## src/rtl/spih_pkg.sv

```systemverilog
// Shared register offsets, bit positions and the serial shape record
// for the SPI host controller. Assumes byte addressing on an 8-bit offset.
package spih_pkg;

    localparam logic [7:0] A_GIE  = 8'h1C;
    localparam logic [7:0] A_ISR  = 8'h20;
    localparam logic [7:0] A_IER  = 8'h28;
    localparam logic [7:0] A_SRST = 8'h40;
    localparam logic [7:0] A_CTRL = 8'h60;
    localparam logic [7:0] A_STAT = 8'h64;
    localparam logic [7:0] A_TXD  = 8'h68;
    localparam logic [7:0] A_RXD  = 8'h6C;
    localparam logic [7:0] A_SEL  = 8'h70;

    localparam logic [31:0] SRST_KEY = 32'h0000_000A;

    localparam int C_LOOP  = 0;
    localparam int C_EN    = 1;
    localparam int C_HOST  = 2;
    localparam int C_CPOL  = 3;
    localparam int C_CPHA  = 4;
    localparam int C_TXCLR = 5;
    localparam int C_RXCLR = 6;
    localparam int C_MAN   = 7;
    localparam int C_INH   = 8;
    localparam int C_LSB   = 9;

    localparam logic [9:0] CTRL_KEEP = 10'h39F;
    localparam logic [9:0] CTRL_INIT = 10'h100;

    localparam int I_TXE = 2;
    localparam int I_RXF = 4;
    localparam int I_RXO = 5;
    localparam int I_TXH = 6;
    localparam int NIRQ  = 7;

    typedef struct packed {
        logic cpol;
        logic cpha;
        logic lsb;
        logic loop;
    } shape_t;

endpackage

```

## src/rtl/spih_fifo.sv

```systemverilog
// Synchronous FIFO built from a flop array with read/write pointers and
// an occupancy counter. Assumes the caller never relies on a push while
// full (it is dropped) nor a pop while empty (it is ignored). The clr
// input empties the queue on the next edge and takes priority.
module spih_fifo #(
    parameter int W     = 8,
    parameter int DEPTH = 4,
    localparam int CW   = $clog2(DEPTH + 1),
    localparam int AW   = (DEPTH > 1) ? $clog2(DEPTH) : 1
) (
    input  logic          clk,
    input  logic          rst_n,
    input  logic          clr,
    input  logic          push,
    input  logic [W-1:0]  din,
    input  logic          pop,
    output logic [W-1:0]  dout,
    output logic          empty,
    output logic          full,
    output logic [CW-1:0] count
);

    logic [W-1:0]  mem [DEPTH];
    logic [AW-1:0] wr_ptr, rd_ptr;
    logic          do_push, do_pop;

    assign do_push = push && !full;
    assign do_pop  = pop && !empty;
    assign empty   = (count == '0);
    assign full    = (count == CW'(DEPTH));
    assign dout    = mem[rd_ptr];

    function automatic logic [AW-1:0] nxt(input logic [AW-1:0] p);
        return (p == AW'(DEPTH - 1)) ? '0 : p + 1'b1;
    endfunction

    // Store the pushed word at the write pointer.
    always_ff @(posedge clk) begin
        if (do_push) mem[wr_ptr] <= din;
    end

    // Advance pointers and occupancy on push, pop or clear.
    always_ff @(posedge clk) begin
        if (!rst_n || clr) begin
            wr_ptr <= '0;
            rd_ptr <= '0;
            count  <= '0;
        end else begin
            if (do_push) wr_ptr <= nxt(wr_ptr);
            if (do_pop)  rd_ptr <= nxt(rd_ptr);
            if (do_push && !do_pop)      count <= count + 1'b1;
            else if (do_pop && !do_push) count <= count - 1'b1;
        end
    end

    AST_NO_OVERFLOW: assert property (@(posedge clk) disable iff (!rst_n)
        count <= CW'(DEPTH));

    AST_FULL_HOLDS: assert property (@(posedge clk) disable iff (!rst_n)
        (full && !pop && !clr) |=> full);

endmodule

```

## src/rtl/spih_shift.sv

```systemverilog
// Serial shift engine. On start it loads one word and produces 2*W half
// periods of the serial clock, each CLK_DIV core cycles long. It samples
// on the leading or trailing edge as CPHA selects and drives out the
// opposite way. It pulses done for one cycle after the final edge, with
// rx_word holding the received word. Assumes W >= 2 and a stable shape
// for the whole word.
module spih_shift
    import spih_pkg::*;
#(
    parameter int W       = 8,
    parameter int CLK_DIV = 2,
    localparam int HW     = $clog2(2 * W),
    localparam int DVW    = (CLK_DIV > 1) ? $clog2(CLK_DIV) : 1
) (
    input  logic         clk,
    input  logic         rst_n,
    input  logic         clr,
    input  logic         start,
    input  logic [W-1:0] tx_word,
    input  shape_t       shape,
    input  logic         miso,
    output logic         busy,
    output logic         done,
    output logic [W-1:0] rx_word,
    output logic         sck,
    output logic         mosi
);

    logic [DVW-1:0] div_q;
    logic [HW-1:0]  half_q;
    logic [W-1:0]   tx_sh, rx_sh;
    logic           sck_q;
    logic           tick, samp, shft, din;

    assign tick    = busy && (div_q == DVW'(CLK_DIV - 1));
    assign samp    = tick && (shape.cpha ? half_q[0] : !half_q[0]);
    assign shft    = tick && (shape.cpha ? (!half_q[0] && half_q != '0) : half_q[0]);
    assign mosi    = shape.lsb ? tx_sh[0] : tx_sh[W-1];
    assign din     = shape.loop ? mosi : miso;
    assign sck     = sck_q;
    assign rx_word = rx_sh;

    // Sequence one word: load, divide, toggle, sample, shift, finish.
    always_ff @(posedge clk) begin
        if (!rst_n || clr) begin
            busy   <= 1'b0;
            done   <= 1'b0;
            div_q  <= '0;
            half_q <= '0;
            tx_sh  <= '0;
            rx_sh  <= '0;
            sck_q  <= 1'b0;
        end else begin
            done <= 1'b0;
            if (!busy) begin
                sck_q <= shape.cpol;
                if (start) begin
                    busy   <= 1'b1;
                    tx_sh  <= tx_word;
                    div_q  <= '0;
                    half_q <= '0;
                end
            end else if (tick) begin
                div_q <= '0;
                sck_q <= ~sck_q;
                if (samp)
                    rx_sh <= shape.lsb ? {din, rx_sh[W-1:1]} : {rx_sh[W-2:0], din};
                if (shft)
                    tx_sh <= shape.lsb ? {1'b0, tx_sh[W-1:1]} : {tx_sh[W-2:0], 1'b0};
                if (half_q == HW'(2 * W - 1)) begin
                    busy <= 1'b0;
                    done <= 1'b1;
                end else begin
                    half_q <= half_q + 1'b1;
                end
            end else begin
                div_q <= div_q + 1'b1;
            end
        end
    end

    AST_SCK_IDLE: assert property (@(posedge clk) disable iff (!rst_n)
        (!busy && !$past(busy) && $past(shape.cpol) == shape.cpol && !$past(clr))
            |-> sck == shape.cpol);

    AST_DONE_AFTER_BUSY: assert property (@(posedge clk) disable iff (!rst_n)
        done |-> $past(busy));

endmodule

```

## src/rtl/spi_host_ctrl.sv

```systemverilog
// SPI host controller top: register decode, two queues, the shift engine,
// select drive and interrupt logic. Reads return data one cycle after the
// read strobe; a read of the RX data offset pops that queue. Assumes
// DATA_W is 8, 16 or 32 and NUM_SEL is at most 32.
module spi_host_ctrl
    import spih_pkg::*;
#(
    parameter int DATA_W     = 8,
    parameter int FIFO_DEPTH = 4,
    parameter int NUM_SEL    = 4,
    parameter int SCK_DIV    = 2,
    localparam int CW        = $clog2(FIFO_DEPTH + 1),
    localparam int HALF      = FIFO_DEPTH / 2
) (
    input  logic               clk,
    input  logic               rst_n,
    input  logic               bus_wr,
    input  logic               bus_rd,
    input  logic [7:0]         bus_addr,
    input  logic [31:0]        bus_wdata,
    output logic [31:0]        bus_rdata,
    output logic               spi_sck,
    output logic               spi_mosi,
    input  logic               spi_miso,
    output logic [NUM_SEL-1:0] spi_sel_n,
    output logic               irq
);

    logic [9:0]         ctrl_q;
    logic [NUM_SEL-1:0] sel_q;
    logic [NIRQ-1:0]    isr_q, ier_q, isr_set, w1c;
    logic               gie_q;
    logic [31:0]        rdata_q;

    logic wr_ctrl, wr_isr, soft_rst;
    logic tx_push, tx_pop, tx_clr, tx_empty, tx_full;
    logic rx_push, rx_pop, rx_clr, rx_empty, rx_full;
    logic [CW-1:0]     tx_cnt, rx_cnt;
    logic [DATA_W-1:0] tx_dout, rx_dout, sh_rx;
    logic sh_busy, sh_done, start;
    shape_t shape;

    assign wr_ctrl  = bus_wr && bus_addr == A_CTRL;
    assign wr_isr   = bus_wr && bus_addr == A_ISR;
    assign soft_rst = bus_wr && bus_addr == A_SRST && bus_wdata == SRST_KEY;

    assign shape.cpol = ctrl_q[C_CPOL];
    assign shape.cpha = ctrl_q[C_CPHA];
    assign shape.lsb  = ctrl_q[C_LSB];
    assign shape.loop = ctrl_q[C_LOOP];

    assign start   = ctrl_q[C_EN] && ctrl_q[C_HOST] && !ctrl_q[C_INH] && !tx_empty && !sh_busy;
    assign tx_push = bus_wr && bus_addr == A_TXD;
    assign tx_pop  = start;
    assign tx_clr  = soft_rst || (wr_ctrl && bus_wdata[C_TXCLR]);
    assign rx_push = sh_done && !rx_full;
    assign rx_pop  = bus_rd && bus_addr == A_RXD && !rx_empty;
    assign rx_clr  = soft_rst || (wr_ctrl && bus_wdata[C_RXCLR]);

    spih_fifo #(.W(DATA_W), .DEPTH(FIFO_DEPTH)) u_txq (
        .clk(clk), .rst_n(rst_n), .clr(tx_clr), .push(tx_push),
        .din(bus_wdata[DATA_W-1:0]), .pop(tx_pop), .dout(tx_dout),
        .empty(tx_empty), .full(tx_full), .count(tx_cnt)
    );

    spih_fifo #(.W(DATA_W), .DEPTH(FIFO_DEPTH)) u_rxq (
        .clk(clk), .rst_n(rst_n), .clr(rx_clr), .push(rx_push),
        .din(sh_rx), .pop(rx_pop), .dout(rx_dout),
        .empty(rx_empty), .full(rx_full), .count(rx_cnt)
    );

    spih_shift #(.W(DATA_W), .CLK_DIV(SCK_DIV)) u_eng (
        .clk(clk), .rst_n(rst_n), .clr(soft_rst), .start(start),
        .tx_word(tx_dout), .shape(shape), .miso(spi_miso),
        .busy(sh_busy), .done(sh_done), .rx_word(sh_rx),
        .sck(spi_sck), .mosi(spi_mosi)
    );

    // Collect the hardware events that raise interrupt status bits.
    always_comb begin
        isr_set          = '0;
        isr_set[I_TXE]   = sh_done && tx_empty;
        isr_set[I_RXF]   = rx_push && !rx_pop && rx_cnt == CW'(FIFO_DEPTH - 1);
        isr_set[I_RXO]   = sh_done && rx_full;
        isr_set[I_TXH]   = tx_pop && !tx_push && tx_cnt == CW'(HALF + 1);
        w1c              = wr_isr ? bus_wdata[NIRQ-1:0] : '0;
    end

    // Hold the software-visible configuration and status registers.
    always_ff @(posedge clk) begin
        if (!rst_n || soft_rst) begin
            ctrl_q <= CTRL_INIT;
            sel_q  <= '1;
            ier_q  <= '0;
            isr_q  <= '0;
            gie_q  <= 1'b0;
        end else begin
            if (wr_ctrl) ctrl_q <= bus_wdata[9:0] & CTRL_KEEP;
            if (bus_wr && bus_addr == A_SEL) sel_q <= bus_wdata[NUM_SEL-1:0];
            if (bus_wr && bus_addr == A_IER) ier_q <= bus_wdata[NIRQ-1:0];
            if (bus_wr && bus_addr == A_GIE) gie_q <= bus_wdata[31];
            isr_q <= (isr_q & ~w1c) | isr_set;
        end
    end

    // Register the read data selected by the offset.
    always_ff @(posedge clk) begin
        if (!rst_n) begin
            rdata_q <= '0;
        end else if (bus_rd) begin
            case (bus_addr)
                A_CTRL:  rdata_q <= {22'd0, ctrl_q};
                A_STAT:  rdata_q <= {27'd0, 1'b0, tx_full, tx_empty, rx_full, rx_empty};
                A_RXD:   rdata_q <= 32'(rx_dout);
                A_SEL:   rdata_q <= 32'(sel_q);
                A_ISR:   rdata_q <= 32'(isr_q);
                A_IER:   rdata_q <= 32'(ier_q);
                A_GIE:   rdata_q <= {gie_q, 31'd0};
                default: rdata_q <= '0;
            endcase
        end
    end

    assign bus_rdata = rdata_q;
    assign irq       = gie_q && |(isr_q & ier_q);
    assign spi_sel_n = (ctrl_q[C_MAN] || sh_busy) ? sel_q : '1;

    AST_INHIBIT_HOLD: assert property (@(posedge clk) disable iff (!rst_n)
        (!sh_busy && ctrl_q[C_INH]) |=> !sh_busy);

    AST_IRQ_GATE: assert property (@(posedge clk) disable iff (!rst_n)
        !gie_q |-> !irq);

    AST_SEL_IDLE: assert property (@(posedge clk) disable iff (!rst_n)
        (!ctrl_q[C_MAN] && !sh_busy) |-> &spi_sel_n);

    AST_SET_WINS: assert property (@(posedge clk) disable iff (!rst_n)
        (sh_done && tx_empty && !soft_rst) |=> isr_q[I_TXE]);

endmodule

```

## config.mk

```make
export PLATFORM = sky130hd
export DESIGN_NAME = spi_host_ctrl
export DESIGN_NICKNAME = d
export VERILOG_FILES = /design/src/rtl/spih_pkg.sv /design/src/rtl/spih_fifo.sv /design/src/rtl/spih_shift.sv /design/src/rtl/spi_host_ctrl.sv
export SDC_FILE = /design/constraint.sdc
export NUM_CORES = 1
export LEC_CHECK = 0
export BUFFER_PORTS_ARGS = -buffer_cell sky130_fd_sc_hd__buf_2
export CORE_MARGIN = 2
export CORE_UTILIZATION = 50
export CTS_CLUSTER_DIAMETER = 200
export CTS_CLUSTER_SIZE = 25
export DETAILED_ROUTE_END_ITERATION = 6
export PLACE_DENSITY_LB_ADDON = 0.1
export SLEW_MARGIN = 20
export SYNTH_ARGS = -nofsm -noshare
export SYNTH_HDL_FRONTEND = slang
export SYNTH_HIERARCHICAL = 1
export SYNTH_SLANG_ARGS = --single-unit
```

## constraint.sdc

```tcl
create_clock -name clk -period 8 [get_ports clk]
set_input_delay 0 -clock clk [delete_from_list [all_inputs] [get_ports clk]]
set_output_delay 0 -clock clk [all_outputs]
set_load 0.05 [all_outputs]
```

# After elaboration in Yosys (flattened, before gate mapping)
# Memories as Yosys holds them, arrays and structs flattened. A register that Yosys moved wholly into a read port is not among the register bits.
# Index checks and enable logic that the tools add are counted.
[totals]
memories = 2
output_inout_bits = 39
mem_bits_ro = 0
ram_bits = 64
elab_cells = 170
in_bits = 45
register_bits = 97
latchBits = 0
[mem_list]
columns = ["name", "depth", "word_bits", "read_ports", "rd_clocked_by_memory_dff", "write_ports", "line_no", "text"]
rows = [
  ["u_rxq.mem", 4, 8, 1, 1, 1, "spih_fifo.sv:23", "logic [W-1:0] mem [DEPTH];"],
  ["u_txq.mem", 4, 8, 1, 1, 1, "spih_fifo.sv:23", ""],
]
[classes]
div = 0
n_reduce_logical = 67
bitwise_logic = 7
n_addsub = 10
magnitude_cmp = 0
n_eq_ne = 22
multipliers = 0
muxes = 43
shift = 0
[op_table]
columns = ["operator", "count"]
rows = [
  ["case mux 32 bit (7 select lines)", 1],
  ["equality test 8 x 7 -> 1 bit (second input constant)", 6],
  ["2-to-1 mux 8 bit", 6],
  ["logical AND 1 bit", 36],
  ["equality test 32 x 4 -> 1 bit (second input constant)", 1],
  ["2-to-1 mux 4 bit", 5],
  ["2-to-1 mux 1 bit", 18],
  ["equality test 8 x 6 -> 1 bit (second input constant)", 2],
  ["2-to-1 mux 2 bit", 8],
  ["bitwise AND 7 bit", 2],
  ["logical NOT 1 bit", 14],
  ["2-to-1 mux 3 bit", 4],
  ["AND reduction 3 bit", 3],
  ["adder 2 x 1 -> 2 bit (second input constant)", 4],
  ["equality test 2 bit (second input constant)", 4],
  ["equality test 8 x 5 -> 1 bit (second input constant)", 1],
  ["2-to-1 mux 7 bit", 1],
  ["NOT 7 bit", 1],
  ["bitwise OR 7 bit", 1],
  ["OR reduction 7 bit", 1],
  ["adder 3 x 1 -> 3 bit (second input constant)", 2],
  ["equality test 3 x 2 -> 1 bit (second input constant)", 2],
  ["equality test 3 bit (second input constant)", 2],
  ["logical NOT 3 bit", 2],
  ["10 further kinds", 22],
]

# Depth between registers and ports, before layout
[logic_depth]
ltp_word = 8
mapped_depth = 11
ltp_nobuf = 10

# Modules after synthesis
# The synthesis kept the hierarchy.
[modules_own_cells]
columns = ["mod", "seq_area_each_um2", "area_each_um2", "cells_each", "n_inst"]
rows = [
  ["spih_fifo", 1141.1, 1630.3, 92, 2],
  ["spi_host_ctrl", 760.7, 2287.2, 282, 1],
  ["spih_shift", 480.5, 1337.5, 142, 1],
]

# Worst setup path before layout
# Ideal clock, no wire load.
[synth_timing]
kind = "register to register"
from = "reg u_rxq.count[0]"
to = "reg u_rxq.count[2]"
arrival_time_ns = 2.481
path_slack_ns = 5.449
stages_incl_launch_ff = 12
path_cell_list = "dfxtp_1 > or3b_1 > clkbuf_2 > inv_1 > nor2b_1 > and2_4 > ha_1 > inv_1 > fa_1 > xor2_1 > or3_2 > a21oi_1"
[synth_via]
elab_chain_len = 7
word_cells_on_any_way = 17
classes_between = "add/sub: 2; eq/ne: 1; mux: 2; reduce/logical: 12"
[synth_lines]
columns = ["element", "line_no", "text"]
rows = [
  ["start: declaration", "spih_fifo.sv:20", "output logic [CW-1:0] count"],
  ["start signal: assignment", "spih_fifo.sv:51", "if (do_push && !do_pop) count <= count + 1'b1;"],
  ["start signal: assignment", "spih_fifo.sv:52", "else if (do_pop && !do_push) count <= count - 1'b1;"],
  ["equality test 3 bit (*)", "spih_fifo.sv:30", "assign full = (count == CW'(DEPTH));"],
  ["net rx_full", "spi_host_ctrl.sv:37", "logic rx_push, rx_pop, rx_clr, rx_empty, rx_full;"],
  ["logical NOT 1 bit (*)", "spi_host_ctrl.sv:56", "assign rx_push = sh_done && !rx_full;"],
  ["logical AND 1 bit (*)", "spi_host_ctrl.sv:56", ""],
  ["net rx_push", "spi_host_ctrl.sv:37", ""],
  ["logical AND 1 bit (*)", "spih_fifo.sv:27", "assign do_push = push && !full;"],
  ["net u_rxq.do_push", "spih_fifo.sv:25", "logic do_push, do_pop;"],
  ["logical NOT 1 bit", "spih_fifo.sv:52", ""],
  ["logical AND 1 bit", "spih_fifo.sv:52", ""],
  ["nonzero test 2 bit (no line)", "--", ""],
]
# Mark *: on every way through the listed nets, which the timed path passes. The rest lies on a longest branch. The select of a mux whose other input is x is not followed.
# A chain may end at the register's enable or synchronous reset.

# Worst setup path after layout
[layout_timing]
from = "reg u_eng.busy"
to = "reg u_txq.count[2]"
[layout_via]
elab_chain_len = 6
word_cells_on_any_way = 8
classes_between = "mux: 1; reduce/logical: 7"
[layout_lines]
columns = ["element", "line_no", "text"]
rows = [
  ["start: declaration", "spih_shift.sv:22", "output logic busy,"],
  ["start signal: assignment", "spih_shift.sv:46", "busy <= 1'b0;"],
  ["start signal: assignment", "spih_shift.sv:58", "busy <= 1'b1;"],
  ["start signal: assignment", "spih_shift.sv:71", "busy <= 1'b0;"],
  ["logical NOT 1 bit (*)", "--", ""],
  ["logical AND 1 bit (*)", "spi_host_ctrl.sv:52", "assign start = ctrl_q[C_EN] && ctrl_q[C_HOST] && !ctrl_q[C_INH] && !tx_empty && !sh_busy;"],
  ["net start", "spi_host_ctrl.sv:40", "logic sh_busy, sh_done, start;"],
  ["logical AND 1 bit (*)", "spih_fifo.sv:28", "assign do_pop = pop && !empty;"],
  ["logical NOT 1 bit", "spih_fifo.sv:51", ""],
  ["logical AND 1 bit", "spih_fifo.sv:51", ""],
  ["2-to-1 mux 3 bit / nonzero test 2 bit (equally long branches)", "--", ""],
  ["end signal: assignment", "spih_fifo.sv:51", ""],
  ["end signal: assignment", "spih_fifo.sv:52", ""],
  ["end: declaration", "spih_fifo.sv:20", ""],
]
# Mark *: on every way through the listed nets, which the timed path passes. The rest lies on a longest branch.

==> flow_metrics.env <==
export IMPL_status="completed"
export IMPL_regArea_mm2=0.003523
export IMPL_clock_latency_ps=420
export IMPL_clockBufferDepth=2
export IMPL_synth_area_mm2=0.006885
export IMPL_htree_levels=4
export IMPL_slew_violations=0
export IMPL_fmax_mhz=349.8
export IMPL_slew_headroom_pct=29.72
export IMPL_routed_via_density=5.754
export IMPL_p_per_area_mw_per_mm2=209.6
export IMPL_hold_slack_ps=37.09
export IMPL_area_delta_synth_final_pct=14.77
export IMPL_yosysSeqAreaShare_pct=51.17
export IMPL_critPathKind="flip-flop to flip-flop"
export IMPL_synth_cell_types=73
export IMPL_drc=0
export IMPL_cts_buffers=17
export IMPL_clk_pin_slew_ps=60
export IMPL_final_core_util_pct=59.21
export IMPL_ios=84
export IMPL_crit_fanout=26
export IMPL_hold_path_class="primary input to flip-flop"
export IMPL_cp_num_buf_inv=1
export IMPL_grt_use_total_pct=22.62
export IMPL_num_vias=4943
export IMPL_io_buffers=62
export IMPL_maxCapViolations=0
export IMPL_grt_pass1_vias=4728
export IMPL_drive_gt1_share_pct=21.52
export IMPL_rsz0062_at_grt="no"
export IMPL_crit_chain="nor4_1, o31ai_1, ha_1, inv_1, fa_1, xor2_1, or3_2, a21oi_1"
export IMPL_fillCellCount=1111
export IMPL_grt_overflow=0
export IMPL_ant_nets=0
export IMPL_async_reset_ff_share_pct=0
export IMPL_hold_viol_final=0
export IMPL_drt_initial_drc_count=393
export IMPL_critical_path_slowest_cell="dfxtp_1"
export IMPL_die_h_um=121.4
export IMPL_max_stage_delay_ps=860
export IMPL_min_period_ps=2859
export IMPL_p_leak_nw=2.814
export IMPL_core_mm2=0.01335
export IMPL_drt_first_pass_iters=5
export IMPL_syn_inst=608
export IMPL_gp_congestion=0.8626
export IMPL_ir_drop_uv=139.7
export IMPL_ys_flop_type="dfxtp_1"
export IMPL_clkSinkCount=144
export IMPL_fin_nets=731
export IMPL_antenna_found_initial=0
export IMPL_setup_ws_ps=5141
export IMPL_tns_ps=0
export IMPL_antennaDiodeCount=0
export IMPL_critPathArrivalTime_ps=3210
export IMPL_drt_total_wl_um=15910
export IMPL_fp_dieArea_mm2=0.01473
export IMPL_hpwl_um=11260
export IMPL_rows=42
export IMPL_r2r_cells=8
export IMPL_critical_path_top_delay_family="flip-flops"
export IMPL_grt_max_degree=28
export IMPL_worstSetupStartpointType="flip-flop"
export IMPL_multi_input_area_mm2=0.003068
export IMPL_synth_seq_cells=144
export IMPL_setup_viol=0
export IMPL_synth_yosys_warnings=6
export IMPL_die_x_um=121.4
export IMPL_avgSynthCellArea_um2=11.32
export IMPL_cts_root_buf="clkbuf_16"
export IMPL_cts_tree="built"
export IMPL_period_share_pct=35.73
export IMPL_dp_slack_ps=4900
export IMPL_finClkSkew_ps=7.504
export IMPL_place_inst=814
export IMPL_initial_core_util_pct=51.58
export IMPL_synth_edff_count=64
export IMPL_worst_path_stages=8
export IMPL_wl_per_cell_um=18.53
export IMPL_grt_pass1_wl_um=25180
export IMPL_crit_required_ps=8350
export IMPL_fin_cells=859
export IMPL_whs_path_depth=4
export IMPL_crit_path_end_kind="flip-flop"
export IMPL_worstMarginPinSlew_ps=1052
[layout by cell type, fill, tap and decap left out, types with 17 or more instances in the layout]
master     synthesis  layout
dfxtp_1           80      80
edfxtp_1          64      64
buf_2             14      62
nand2_1           50      50
a21oi_1           33      33
nor2_1            32      32
nand3_1           31      31
mux2i_1           31      31
conb_1             1      21
clkbuf_16          0      17
[state kept, by name (all words and copies together), names as in the netlist, named ones only]
signal	count
isr_q	7
u_eng/div_q	1
sel_q	4
u_txq/count	3
u_rxq/mem	32
u_txq/rd_ptr	2
u_eng/sck	1
u_rxq/wr_ptr	2
u_rxq/count	3
ctrl_q	8
u_txq/mem	32
ier_q	7
u_rxq/rd_ptr	2
u_eng/rx_word	8
u_eng/busy	1
u_txq/wr_ptr	2
u_eng/half_q	4
gie_q	1
u_eng/tx_sh	8
u_eng/done	1
bus_rdata	11
[what timing repair did]
item                                   in CTS  in global routing
buffers inserted                            0                  0
hold buffers                               13                  0
resized for setup                           0                  0
endpoints found under the hold margin      63                  0
[per-layer routing]
metal  vias to the layer above  wire length [um]  global-route usage (%)
met4                         0               234                   7.615
met2                       159              7422                   35.81
met3                        20               900                   5.122
li1                       2359                 -                       -
met5                         -                 0                       0
met1                      2405              7356                   30.83
[synthesized netlist by cell type (all sizes together), types with 3 or more instances]
cell type	n	share of area [%]
a21oi	33	2.4
o221ai	3	0.38
dfxtp	80	23
o31ai	7	0.76
a21boi	7	0.76
nor4	7	0.85
nand2	51	2.8
nand3	31	2.3
or3	5	0.49
a31oi	4	0.36
o2bb2ai	3	0.38
mux2	6	0.98
mux4	16	5.2
xor2	4	0.51
edfxtp	64	28
buf	43	4.2
ha	14	2.5
nor2	33	1.8
nor4b	4	0.51
nand4	7	0.64
and3	13	1.3
clkbuf	9	0.53
a211oi	9	1.4
or2	4	0.36
and2	5	0.55
o21ai	10	0.73
inv	12	0.65
nand3b	4	0.44
nand2b	16	1.5
mux2i	31	4.5
nand4b	3	0.38
nor3	9	0.73
nor2b	10	0.91
a22oi	10	1.1
a211o	8	1.0
[worst register-to-register path, cell delays in order, from the launching register on]
cell     delay [ps]
dfxtp_1         860
nor4_1          240
o31ai_1         230
ha_1            310
inv_1            70
fa_1            370
xor2_1          160
or3_2           410
a21oi_1         150
[stage by stage]
stage | power, mW | cell area, um2
global placement | 0.8525 | 7167
detailed placement | 0.8540 | 7167
floorplan | 0.8360 | 6960
global route | 1.704 | 7903
finish | 1.657 | 7903
CTS | 1.667 | 7903
[worst paths after layout]
| path | to | slack (ps) | from |
|---|---|---|---|
| setup / recovery | u_txq/count[2] | 5140 | u_eng/busy |
| hold reg to reg | bus_rdata[3] | 470 | bus_rdata[3] |
| setup reg to reg | u_txq/count[2] | 5140 | u_eng/busy |
| hold / removal | bus_rdata[31] | 40 | bus_addr[6] |
[layout make-up]
class | count | area share, %
inverters | 12 | 0.5700
repair buffers | 75 | 5.573
flip-flops and latches | 144 | 44.59
well taps | 176 | 2.787
clock inverters | 15 | 2.280
clock buffers | 17 | 5.383
multi-input cells | 420 | 38.82
[logic make-up (layout without fill, tap and decap cells)]
group	after synthesis	in the layout	share of synthesized area, %
DFF	144	144	51.17
adders and majority gates	16	16	3.126
muxes	53	53	10.72
xor gates and xnor gates	6	6	0.8723
AOI/OAI and AO/OA	110	110	11.54
other	1	21	0.05446
buffers and inverters	64	119	5.361
and+or+nand+nor	214	214	17.15
[report_power, final]
group	switching, mW	internal [mW]	leakage, nW
clock	0.321	0.493	0.282
sequential	0.000457	0.765	1.22
combinational	0.0563	0.0214	1.32
total	0.378	1.28	2.81
Power figures use the tool's default switching activity.
